--- config.mk ---
export PLATFORM = sky130hd
export DESIGN_NAME = lin_hdr_gen
export DESIGN_NICKNAME = d
export VERILOG_FILES = /design/src/rtl/lin_hdr_pkg.sv /design/src/rtl/lin_gap_table.sv /design/src/rtl/lin_pid_calc.sv /design/src/rtl/lin_hdr_gen.sv
export SDC_FILE = /design/constraint.sdc
export NUM_CORES = 1
export LEC_CHECK = 0
export BUFFER_PORTS_ARGS = -buffer_cell sky130_fd_sc_hd__buf_2
export CORE_MARGIN = 2
export CORE_UTILIZATION = 45
export CTS_CLUSTER_DIAMETER = 60
export DETAILED_ROUTE_END_ITERATION = 6
export GPL_ROUTABILITY_DRIVEN = 0
export HOLD_SLACK_MARGIN = 0.03
export MAX_ROUTING_LAYER = met4
export RECOVER_POWER = 100
export SLEW_MARGIN = 20
export SYNTH_ARGS = -nofsm -noshare
export SYNTH_HDL_FRONTEND = slang
export SYNTH_HIERARCHICAL = 1
export SYNTH_SLANG_ARGS = --single-unit
--- constraint.sdc ---
create_clock -name clk -period 2.5 [get_ports clk]
set_clock_uncertainty 0.15 [all_clocks]
set_input_delay 0.25 -clock clk [delete_from_list [all_inputs] [get_ports clk]]
set_output_delay 0.25 -clock clk [all_outputs]
set_load 0.02 [all_outputs]
--- src/rtl/lin_hdr_pkg.sv ---
package lin_hdr_pkg;

    // Bits per serial character: start, eight data, stop.
    localparam int FRAME_BITS = 10;
    localparam logic [7:0] SYNC_BYTE = 8'h55;

    typedef enum logic [2:0] {
        S_IDLE = 3'd0,
        S_BRK  = 3'd1,
        S_GAP1 = 3'd2,
        S_SYNC = 3'd3,
        S_GAP2 = 3'd4,
        S_ID   = 3'd5
    } hdr_state_e;

endpackage

--- src/rtl/lin_gap_table.sv ---
// Maps the break and delay select codes to lengths in bit times.
module lin_gap_table #(
    parameter int CNT_W = 5
) (
    input  logic [1:0]       brk_sel_i,
    input  logic [1:0]       dly_sel_i,
    output logic [CNT_W-1:0] brk_len_o,
    output logic [CNT_W-1:0] gap1_len_o,
    output logic [CNT_W-1:0] gap2_len_o
);
    always_comb begin
        case (brk_sel_i)
            2'd0:    brk_len_o = CNT_W'(13);
            2'd1:    brk_len_o = CNT_W'(17);
            2'd2:    brk_len_o = CNT_W'(21);
            default: brk_len_o = CNT_W'(26);
        endcase
        case (dly_sel_i)
            2'd0:    gap1_len_o = CNT_W'(1);
            2'd1:    gap1_len_o = CNT_W'(4);
            2'd2:    gap1_len_o = CNT_W'(8);
            default: gap1_len_o = CNT_W'(14);
        endcase
        gap2_len_o = (dly_sel_i == 2'd0) ? CNT_W'(1) : CNT_W'(4);
    end
endmodule

--- src/rtl/lin_pid_calc.sv ---
// Builds the protected identifier byte from a 6-bit frame ID.
module lin_pid_calc (
    input  logic [5:0] id_i,
    output logic [7:0] pid_o
);
    logic par0, par1;
    always_comb begin
        par0  = id_i[0] ^ id_i[1] ^ id_i[2] ^ id_i[4];
        par1  = ~(id_i[1] ^ id_i[3] ^ id_i[4] ^ id_i[5]);
        pid_o = {par1, par0, id_i};
    end
endmodule

--- src/rtl/lin_hdr_gen.sv ---
// Transmits break, gap, sync, gap and identifier, each bit paced by bit_tick_i.
// CNT_W must hold 26 and 10.
module lin_hdr_gen
    import lin_hdr_pkg::*;
#(
    parameter int CNT_W = 5
) (
    input  logic       clk,
    input  logic       rst_n,
    input  logic       start_i,
    input  logic [5:0] frame_id_i,
    input  logic [1:0] brk_sel_i,
    input  logic [1:0] dly_sel_i,
    input  logic       bit_tick_i,
    output logic       tx_o,
    output logic       busy_o,
    output logic       done_o
);
    localparam logic [CNT_W-1:0] CNT_ONE   = CNT_W'(1);
    localparam logic [CNT_W-1:0] CNT_FRAME = CNT_W'(FRAME_BITS);

    typedef struct packed {
        hdr_state_e       st;
        logic [CNT_W-1:0] cnt;   // bit times left in the current field
        logic [CNT_W-1:0] gap1;
        logic [CNT_W-1:0] gap2;
        logic [8:0]       sh;    // remaining bits of the character being sent
        logic [7:0]       pid;
        logic             tx;
        logic             done;
    } hdr_reg_t;

    localparam hdr_reg_t REG_RST = '{
        st: S_IDLE, cnt: '0, gap1: '0, gap2: '0,
        sh: '1, pid: '0, tx: 1'b1, done: 1'b0
    };

    hdr_reg_t r_d, r_q;

    logic [CNT_W-1:0] brk_len, gap1_len, gap2_len;
    logic [7:0]       pid_val;
    logic             last_tick;

    lin_gap_table #(.CNT_W(CNT_W)) u_tbl (
        .brk_sel_i  (brk_sel_i),
        .dly_sel_i  (dly_sel_i),
        .brk_len_o  (brk_len),
        .gap1_len_o (gap1_len),
        .gap2_len_o (gap2_len)
    );

    lin_pid_calc u_pid (
        .id_i  (frame_id_i),
        .pid_o (pid_val)
    );

    assign last_tick = bit_tick_i && (r_q.cnt == CNT_ONE);

    always_comb begin
        r_d      = r_q;
        r_d.done = 1'b0;
        case (r_q.st)
            S_IDLE: begin
                r_d.tx = 1'b1;
                if (start_i) begin
                    r_d.st   = S_BRK;
                    r_d.tx   = 1'b0;
                    r_d.cnt  = brk_len;
                    r_d.gap1 = gap1_len;
                    r_d.gap2 = gap2_len;
                    r_d.pid  = pid_val;
                end
            end
            S_BRK: begin
                if (last_tick) begin
                    r_d.st  = S_GAP1;
                    r_d.tx  = 1'b1;
                    r_d.cnt = r_q.gap1;
                end else if (bit_tick_i) begin
                    r_d.cnt = r_q.cnt - CNT_ONE;
                end
            end
            S_GAP1: begin
                if (last_tick) begin
                    r_d.st  = S_SYNC;
                    r_d.tx  = 1'b0;
                    r_d.sh  = {1'b1, SYNC_BYTE};
                    r_d.cnt = CNT_FRAME;
                end else if (bit_tick_i) begin
                    r_d.cnt = r_q.cnt - CNT_ONE;
                end
            end
            S_SYNC: begin
                if (last_tick) begin
                    r_d.st  = S_GAP2;
                    r_d.tx  = 1'b1;
                    r_d.cnt = r_q.gap2;
                end else if (bit_tick_i) begin
                    r_d.tx  = r_q.sh[0];
                    r_d.sh  = {1'b1, r_q.sh[8:1]};
                    r_d.cnt = r_q.cnt - CNT_ONE;
                end
            end
            S_GAP2: begin
                if (last_tick) begin
                    r_d.st  = S_ID;
                    r_d.tx  = 1'b0;
                    r_d.sh  = {1'b1, r_q.pid};
                    r_d.cnt = CNT_FRAME;
                end else if (bit_tick_i) begin
                    r_d.cnt = r_q.cnt - CNT_ONE;
                end
            end
            S_ID: begin
                if (last_tick) begin
                    r_d.st   = S_IDLE;
                    r_d.tx   = 1'b1;
                    r_d.done = 1'b1;
                end else if (bit_tick_i) begin
                    r_d.tx  = r_q.sh[0];
                    r_d.sh  = {1'b1, r_q.sh[8:1]};
                    r_d.cnt = r_q.cnt - CNT_ONE;
                end
            end
            default: r_d = REG_RST;
        endcase
    end

    always_ff @(posedge clk or negedge rst_n) begin
        if (!rst_n) r_q <= REG_RST;
        else        r_q <= r_d;
    end

    assign tx_o   = r_q.tx;
    assign busy_o = (r_q.st != S_IDLE);
    assign done_o = r_q.done;
endmodule

== Word level (Yosys, flattened, before mapping) ==
Cells that the tools add are included.
Word-level totals
  output and inout bits: 3
  word-level logic and storage cells: 83
  register bits: 37
  input bits: 14
Operators by class
  reductions and logical operators: 14
  equality and inequality tests: 21
  mux-type cells: 30
  bitwise gates (word level): 9
  add/sub/neg operators: 1
Operators by type and width (count)
  $pmux 8 s6: 1
  $mux 9: 5
  $pmux 9 s4: 1
  $mux 5: 5
  $pmux 10 s2: 1
  $mux 18: 1
  $mux 3: 6
  $ne 2x2->1 const B: 8
  $pmux 8 s2: 1
  $pmux 5 s3: 1
  $pmux 4 s3: 1
  $eq 3x2->1 const B: 2
  $eq 3x3->1 const B: 2
  $mux 1: 6
  $reduce_and 6->1: 1
  $reduce_or 2->1: 3
  $xor 1x1->1: 6
  $eq 5x1->1 const B: 1
  $reduce_and 5->1: 1
  $reduce_or 5->1: 1
  $sub 5x1->5 const B: 1
  $eq 2x1->1 const B: 2
  $eq 2x2->1 const B: 2
  $logic_not 2->1: 2
  10 further kinds: 14

== Logic depth before layout (Yosys ltp) ==
Gate-level depths: netlist of the first run.
  depth in word-level cells: 6
  gate-level depth with buffers: 7
  depth with buffers taken out: 7

== Hierarchy ==
The synthesis of the first run kept the hierarchy.
By module, submodules not included
  lin_hdr_gen: area an instance 2197.1 um^2, times used 1, cells an instance 262
  lin_gap_table: area an instance 153.9 um^2, times used 1, cells an instance 22
  lin_pid_calc: area an instance 103.8 um^2, times used 1, cells an instance 13

== Least setup slack after synthesis of the first run ==
Ideal clock, no wire load.
  path kind: register to register
  start point: register r_q[30] (netlist name)
  end point: register r_q[10] (netlist name)
  setup time: 0.080 ns
  data arrival time: 1.935 ns
  slack: 0.335 ns
  period minus slack after synthesis: 2.165 ns
  stages on the path, launching flop included: 7
  cells stage by stage: dfrtp_1 -> inv_1 -> ha_1 -> nor4b_2 -> o32ai_1 -> maj3_1 -> o22a_1
Between the ends
  cells in the longest elaborated chain, start to end: 4
  elaborated cells between the ends (all ways): 6
  those cells by class: eq/ne (4); reduce/logical (2)
RTL lines
  from (decl): RTL line lin_hdr_gen.sv:38  | hdr_reg_t r_d, r_q;
  from (signal assigned): RTL line lin_hdr_gen.sv:131  | else r_q <= r_d;
  $eq 5x1->1 *: RTL line lin_hdr_gen.sv:57  | assign last_tick = bit_tick_i && (r_q.cnt == CNT_ONE);
  $logic_and 1x1->1 *: RTL line lin_hdr_gen.sv:57
  $ne 2x2->1 (no source line)
  $reduce_and 5->1 (no source line) *
Mark *: on every way between the ends. The rest lies on a longest branch, timed or not.
A chain may end at the register's enable or synchronous reset.

== Worst setup path in the final report of the first run ==
  start point: register r_q[30] (netlist name)
  end point: register r_q[31] (netlist name)
Between the ends
  cells in the longest elaborated chain, start to end: 4
  elaborated cells between the ends (all ways): 11
  those cells by class: add/sub (1); eq/ne (2); mux (6); reduce/logical (2)
RTL lines
  $sub 5x1->5 or $eq 5x1->1 (tied branches)
  $mux 5 or $logic_and 1x1->1 (tied branches)
  $mux 5, or another cell as far along: RTL line lin_hdr_gen.sv:115  | if (last_tick) begin
  $pmux 8 s6 or $reduce_and 2->1 (tied branches)
Several ways; a longest one is shown, not always the timed one. The select of a mux whose other input is x is not followed.

==> results of run 1 <==
## final cells by class
| class | count | area share |
|---|---|---|
| Clock buffer | 7 | 0.0325 |
| Timing Repair Buffer | 32 | 0.0725 |
| Sequential cell | 36 | 0.343 |
| Inverter | 29 | 0.0410 |
| Tap cell | 70 | 0.0330 |
| Multi-Input combinational cell | 201 | 0.475 |
| Clock inverter | 1 | 0.00282 |
## what timing repair did
action	CTS	global route
gates resized for setup	0	0
hold endpoints to repair	27	0
hold buffers	1	0
## power breakdown
part	switching [mW]	internal, mW	leakage, nW
logic	0.819	0.619	0.643
registers	0.250	0.878	0.453
clock network	0.217	0.224	0.0445
## synth_stat cells (all sizes together), types with 5 or more instances
cell,instances,area (sq um)
nor2,17,63.8
buf,19,135
a21oi,22,110
ha,7,87.6
nand3,20,100
o22a,5,43.8
dfrtp,27,676
clkbuf,15,56.3
mux2i,7,70.1
dfstp,9,236
inv,29,109
nand2,15,56.3
nor3,6,30.0
o21ai,37,185
## per-layer routing
layer	up-vias	wire, um	share of wire	global-route usage
li1	1035	-	-	-
met1	989	2960	0.51	0.316
met2	75	2400	0.41	0.292
met3	10	341	0.059	0.0430
met4	0	90	0.016	0.0750
met5	-	0	0	-
## worst register-to-register path: cells and delay by family, from the launching register on
kind            cells  cell delay, ps
buf+inv             2             320
flops               1             420
fa+ha+maj           1             180
simple gates        3             820
compound gates      1             250
## cell families (layout without fill, tap and decap cells)
logic type / count (synthesis) / count (layout) / share of synthesized area
AO/OA/AOI/OAI: 95 / 95 / 0.246
AND/OR/NAND/NOR: 81 / 81 / 0.169
buffers and inverters: 63 / 69 / 0.122
flip-flops: 36 / 36 / 0.372
adder cells (fa/ha/maj): 8 / 8 / 0.0398
multiplexers: 7 / 7 / 0.0285
XOR/XNOR: 6 / 6 / 0.0214
other: 1 / 4 / 0.00153
## stage by stage
step | utilization | power (mW) | std cells
after floorplan | - | 2.16 | 300
final | 0.514 | 3.01 | 376
after detailed placement | 0.496 | 2.56 | 367
after global placement | 0.496 | 2.55 | 367
after CTS | 0.516 | 3.01 | 376
after global routing | 0.514 | 3.26 | 376
## worst max path at each step
| stage | cells past startpoint | end |
|---|---|---|
| CTS | 7 | r_q[31] |
| global route | 6 | r_q[5] |
| finish | 7 | r_q[31] |
| global placement | 5 | r_q[11] |
| floorplan | 6 | r_q[10] |
| detailed placement | 7 | r_q[31] |
## sequential cells by signal, indices dropped and copies added (netlist names)
signal / count
r_q: 34
done_o: 1
tx_o: 1
## placed cells by master (no fill, tap or decap), types with 4 or more instances in the layout
cell / instances
o22a_1: 5
dfrtp_1: 27
o21a_1: 4
nor2b_1: 4
dfstp_2: 9
nand2_1: 15
o21ai_0: 36
nand2b_1: 4
buf_4: 13
xnor2_1: 4
buf_2: 13
conb_1: 4
nand3_1: 20
nor2_1: 17
ha_1: 7
a31oi_1: 4
nor3_1: 5
clkbuf_8: 6
mux2i_1: 7
a21oi_1: 22
inv_1: 29
clkbuf_1: 5
==> out/results.ini, run 1 <==
[yosys]
async_flop_share = 1.00
ys_seq_area_frac = 0.372
synth_area_sq_um = 2450
syn_inst = 297
yosys_most_used_dff = dfrtp_1
synth-edff-count = 0
syn_area_per_cell_sq_um = 8.27
synth_cell_types = 53
yosys_register_bits = 36
synth_warnings = 6

[worst_setup_path]
startpoint = r_q[30]
critical_path.cell_chain = inv_1, ha_1, nor4b_2, buf_4, nor2_1, or4_1, a31o_2
path_buf_inv = 2
crit_family = simple AND/OR/NAND/NOR gates
r2r_end = r_q[31]
crit_required_ps = 2530
cp-end-kind = flip-flop
critPathMaxFanout = 6
slowest_delay_ps = 420
crit_slowest_cell = dfrtp_1
rrSetupSlack_ps = 240
rr_worst_depth = 7
cp-start-kind = flip-flop
critPathArrivalTime_ps = 2280
path_class = flip-flop to flip-flop
worstReg2RegStart = r_q[30]

[grt]
grt_pass1_wl_um = 9940
grt-ovfl-total = 0
grtUsageTotal = 0.215
grt_max_degree = 37
grt_pass1_vias = 1969
antenna_found_initial = 0

[floorplanning]
io_pins = 17
die_w_um = 77.9
die_h_um = 77.9
start_util = 0.475
rows = 26
dieArea_sq_um = 6060
coreArea_sq_um = 5170

[worst_hold_path]
min_to = r_q[2]
hp-start = frame_id_i[0]
hold_depth = 3
worstHoldPathType = input pin to flip-flop

[timing]
max_freq_mhz = 443
finalCritPeriodShare = 0.902
slew_viol_final = 0
hold_viol_final = 0
finalCriticalPeriod_ps = 2260
holdWs_ps = 57.6
tightest_slew_ps = 943
slew_headroom = 0.372
fin_tns_setup_ps = 0
rsz0062_at_grt = no
timing.final.ws_setup_ps = 245
finalSetupViolCount = 0

[layout]
antenna_cells = 0
fin_nets = 326
multi_input_area_sq_um = 1260
ff_latch_area_sq_um = 912
design_area_sq_um = 2660
areaGrowthSynthToFinish_pct = 8.26
drive_gt1_frac = 0.167
fillCellCount = 511

[clock_tree]
clkLatencyLatePin_ps = 290
cts_buffers = 5
cts_tree = yes
cts_post_setup_buffers_inserted = 0
clk_pin_slew_ps = 70
cts_buffer_depth = 2
htreeDepth = 2
cts.sinks = 36
cts_root_buffer = clkbuf_8

[drt]
wl_per_cell_um = 15.4
wirelength_um = 5790
viasPerCell = 5.61
first_pass_iters = 5
num_vias = 2109
ant_nets = 0
drt_iter0_drc = 214
remaining_drc_errors = 0

[placed_design]
place_hpwl_um = 4170
place_area_sq_um = 2560
port_buffers = 16
place_ws_ps = 283

[power_and_ir_drop]
power_density_nw_per_um2 = 1130
leakagePower_nw = 1.14
ir_drop_mv = 0.383

[outcome]
outcome = finished clean

[run]
maxCapViolCount = 0

(Power assumes the default switching activity.)
==> run 2: changes to the inputs <==
--- a/config.mk
+++ b/config.mk
@@ -13,6 +13,7 @@
 export GPL_ROUTABILITY_DRIVEN = 0
 export HOLD_SLACK_MARGIN = 0.03
 export MAX_ROUTING_LAYER = met4
+export PLACE_DENSITY = 0.64
 export RECOVER_POWER = 100
 export SLEW_MARGIN = 20
 export SYNTH_ARGS = -nofsm -noshare
==> constraint.sdc (replaced) <==
create_clock -name clk -period 1.97 [get_ports clk]
set_clock_uncertainty 0.15 [all_clocks]
set_input_delay 0.197 -clock clk [delete_from_list [all_inputs] [get_ports clk]]
set_output_delay 0.197 -clock clk [all_outputs]
set_load 0.02 [all_outputs]
==> run 2 against run 1 <==
- the flow now finishes with violations (negative setup slack)
- wire length increased by 7.5%
- sequential share of layout area fell by 4.2 points
- combinational power increased by 70%
- largest power group unchanged
- highest routed layer unchanged
==> out/results.ini, run 2 (synthesized netlist as in run 1, its figures left out) <==
[timing]
finalSetupViolCount = 4  ; was 0
fin_tns_setup_ps = -94.5  ; was 0 ps
finalCriticalPeriod_ps = 2010  ; was 2260 ps
finalCritPeriodShare = 1.02  ; was 0.902
slew_headroom = 0.461  ; was 0.372
slew_viol_final = 0  ; unchanged
tightest_slew_ps = 808  ; was 943 ps
rsz0062_at_grt = yes  ; was no
timing.final.ws_setup_ps = -37.7  ; was 245 ps
holdWs_ps = 36.4  ; was 57.6 ps
hold_viol_final = 0  ; unchanged
max_freq_mhz = 498  ; was 443 MHz

[outcome]
outcome = finished with violations  ; was finished clean
violations = negative setup slack

[drt]
remaining_drc_errors = 0  ; unchanged
wl_met2_um = 2750  ; was 2400 um
ant_nets = 0  ; unchanged
viasPerCell = 5.54  ; was 5.61
routed-wl-met3_um = 359  ; was 341 um
top_layer = met4  ; unchanged
wl_per_cell_um = 15.2  ; was 15.4 um
wl_met1_um = 3020  ; was 2960 um
drt_iter0_drc = 173  ; was 214
wirelength_um = 6230  ; was 5790 um
first_pass_iters = 5  ; unchanged
num_vias = 2276  ; was 2,109

[placed_design]
place_hpwl_um = 4500  ; was 4170 um
port_buffers = 16  ; unchanged
place_ws_ps = -134  ; was 283 ps

[grt]
antenna_found_initial = 0  ; unchanged
grt-ovfl-total = 0  ; unchanged
grt_pass1_vias = 2225  ; was 1,969
grt_max_degree = 33  ; was 37
grt_pass1_wl_um = 11000  ; was 9940 um
grtUsageTotal = 0.236  ; was 0.215

[clock_tree]
clk_pin_slew_ps = 70  ; about the same
cts_tree = yes  ; unchanged
clkLatencyLatePin_ps = 290  ; about the same
cts_buffers = 5  ; unchanged
cts_buffer_depth = 2  ; unchanged
htreeDepth = 2  ; unchanged
cts.sinks = 36  ; unchanged
cts_root_buffer = clkbuf_8  ; unchanged

[worst_setup_path]
slowest_delay_ps = 410  ; was 420 ps
path_class = flip-flop to flip-flop  ; unchanged
critPathMaxFanout = 5  ; was 6
critical_path.cell_chain = buf_6, nor4b_4, buf_4, nor2_2, or4_1, a31o_2  ; was inv_1, ha_1, nor4b_2, buf_4, nor2_1, or4_1, a31o_2
critPathArrivalTime_ps = 2040  ; was 2280 ps
cp-end-kind = flip-flop  ; unchanged
crit_required_ps = 2000  ; was 2530 ps
rrSetupSlack_ps = -40  ; was 240 ps
crit_slowest_cell = dfrtp_1  ; unchanged
cp-start-kind = flip-flop  ; unchanged

[floorplanning]
dieArea_sq_um = 6060  ; unchanged
rows = 26  ; unchanged
die_h_um = 77.9  ; unchanged
io_pins = 17  ; unchanged
die_w_um = 77.9  ; unchanged
start_util = 0.475  ; unchanged
coreArea_sq_um = 5170  ; unchanged

[power_and_ir_drop]
leakagePower_nw = 1.33  ; was 1.14 nW
ir_drop_mv = 0.764  ; was 0.383 mV
power_density_nw_per_um2 = 1430  ; was 1130 nW/um^2
total_power_mw = 4.35  ; was 3.01 mW

[layout]
areaGrowthSynthToFinish_pct = 23.6  ; was 8.26%
mostFrequentLayoutCells = buf_4 (40), o21ai_0 (35), inv_1 (28), dfrtp_1 (25), a21oi_1 (22)  ; was o21ai_0 (36), inv_1 (29), dfrtp_1 (27), a21oi_1 (22), nand3_1 (20)
fin_nets = 361  ; was 326
fillCellCount = 476  ; was 511
antenna_cells = 0  ; unchanged
largest_register_ffs = 34  ; unchanged
drive_gt1_frac = 0.290  ; was 0.167
top_register = r_q  ; unchanged
final_common_cell = buf_4  ; was o21ai_0

[worst_hold_path]
worstHoldPathType = input pin to flip-flop  ; unchanged

[run]
maxCapViolCount = 0  ; unchanged

[run 2: cell types whose count changed in the layout (fill, tap and decap cells not counted), sizes merged]
| cell | change |
|---|---|
| buf | +31 |
| dlygate4sd3 | +4 |
| clkinv | +1 |
| clkinvlp | -1 |
[run 2: final timing paths]
kind,endpoint,depth (start not counted),startpoint
setup / recovery,r_q[31],6,r_q[32]
setup reg to reg,r_q[31],6,r_q[32]
max in group asynchronous,r_q[12],3,rst_n
hold / removal,r_q[27],3,dly_sel_i[1]
hold reg to reg,r_q[7],2,r_q[7]
min in group asynchronous,r_q[25],2,rst_n
[run 2: stage by stage]
stage,cells,area (sq um),util
after detailed placement,393,2780,0.537
after floorplan,300,2480,-
after global placement,393,2780,0.537
final,411,3030,0.587
after CTS,409,2990,0.578
after global routing,411,3030,0.587
[run 2: layout make-up]
class	instances	area [sq um]	share of cell area
timing repair buffer	67	489	0.161
inverter	29	109	0.0359
tap	70	87.6	0.0289
clock buffer	7	76.3	0.0252
clock inverter	1	5.00	0.00165
sequential	36	915	0.301
multi-input combinational	201	1350	0.446
[run 2: worst max-delay path: cells and delay by family (launching register included)]
| kind | cells | cell delay, ps |
|---|---|---|
| simple gates | 3 | 760 |
| compound gates | 1 | 250 |
| flops | 1 | 410 |
| buf+inv | 2 | 330 |
[run 2: what timing repair did]
action / 4_1_cts / 5_1_grt
hold buffers: 5 / 0
pin swaps: 2 / 8
endpoints found under the setup margin: 14 / 31
hold endpoints to repair: 31 / 0
buffers inserted: 3 / 2
resized for setup: 12 / 13
[run 2: layer usage]
| layer | global-route usage | vias up |
|---|---|---|
| li1 | - | 1111 |
| met2 | 0.344 | 87 |
| met1 | 0.336 | 1068 |
| met3 | 0.0419 | 10 |
| met5 | - | - |
| met4 | 0.0661 | 0 |
[run 2: where the power goes]
part	switching [mW]	internal, mW
Clock	0.271	0.249
Sequential	0.266	1.12
Combinational	1.27	1.18
Total	1.81	2.55
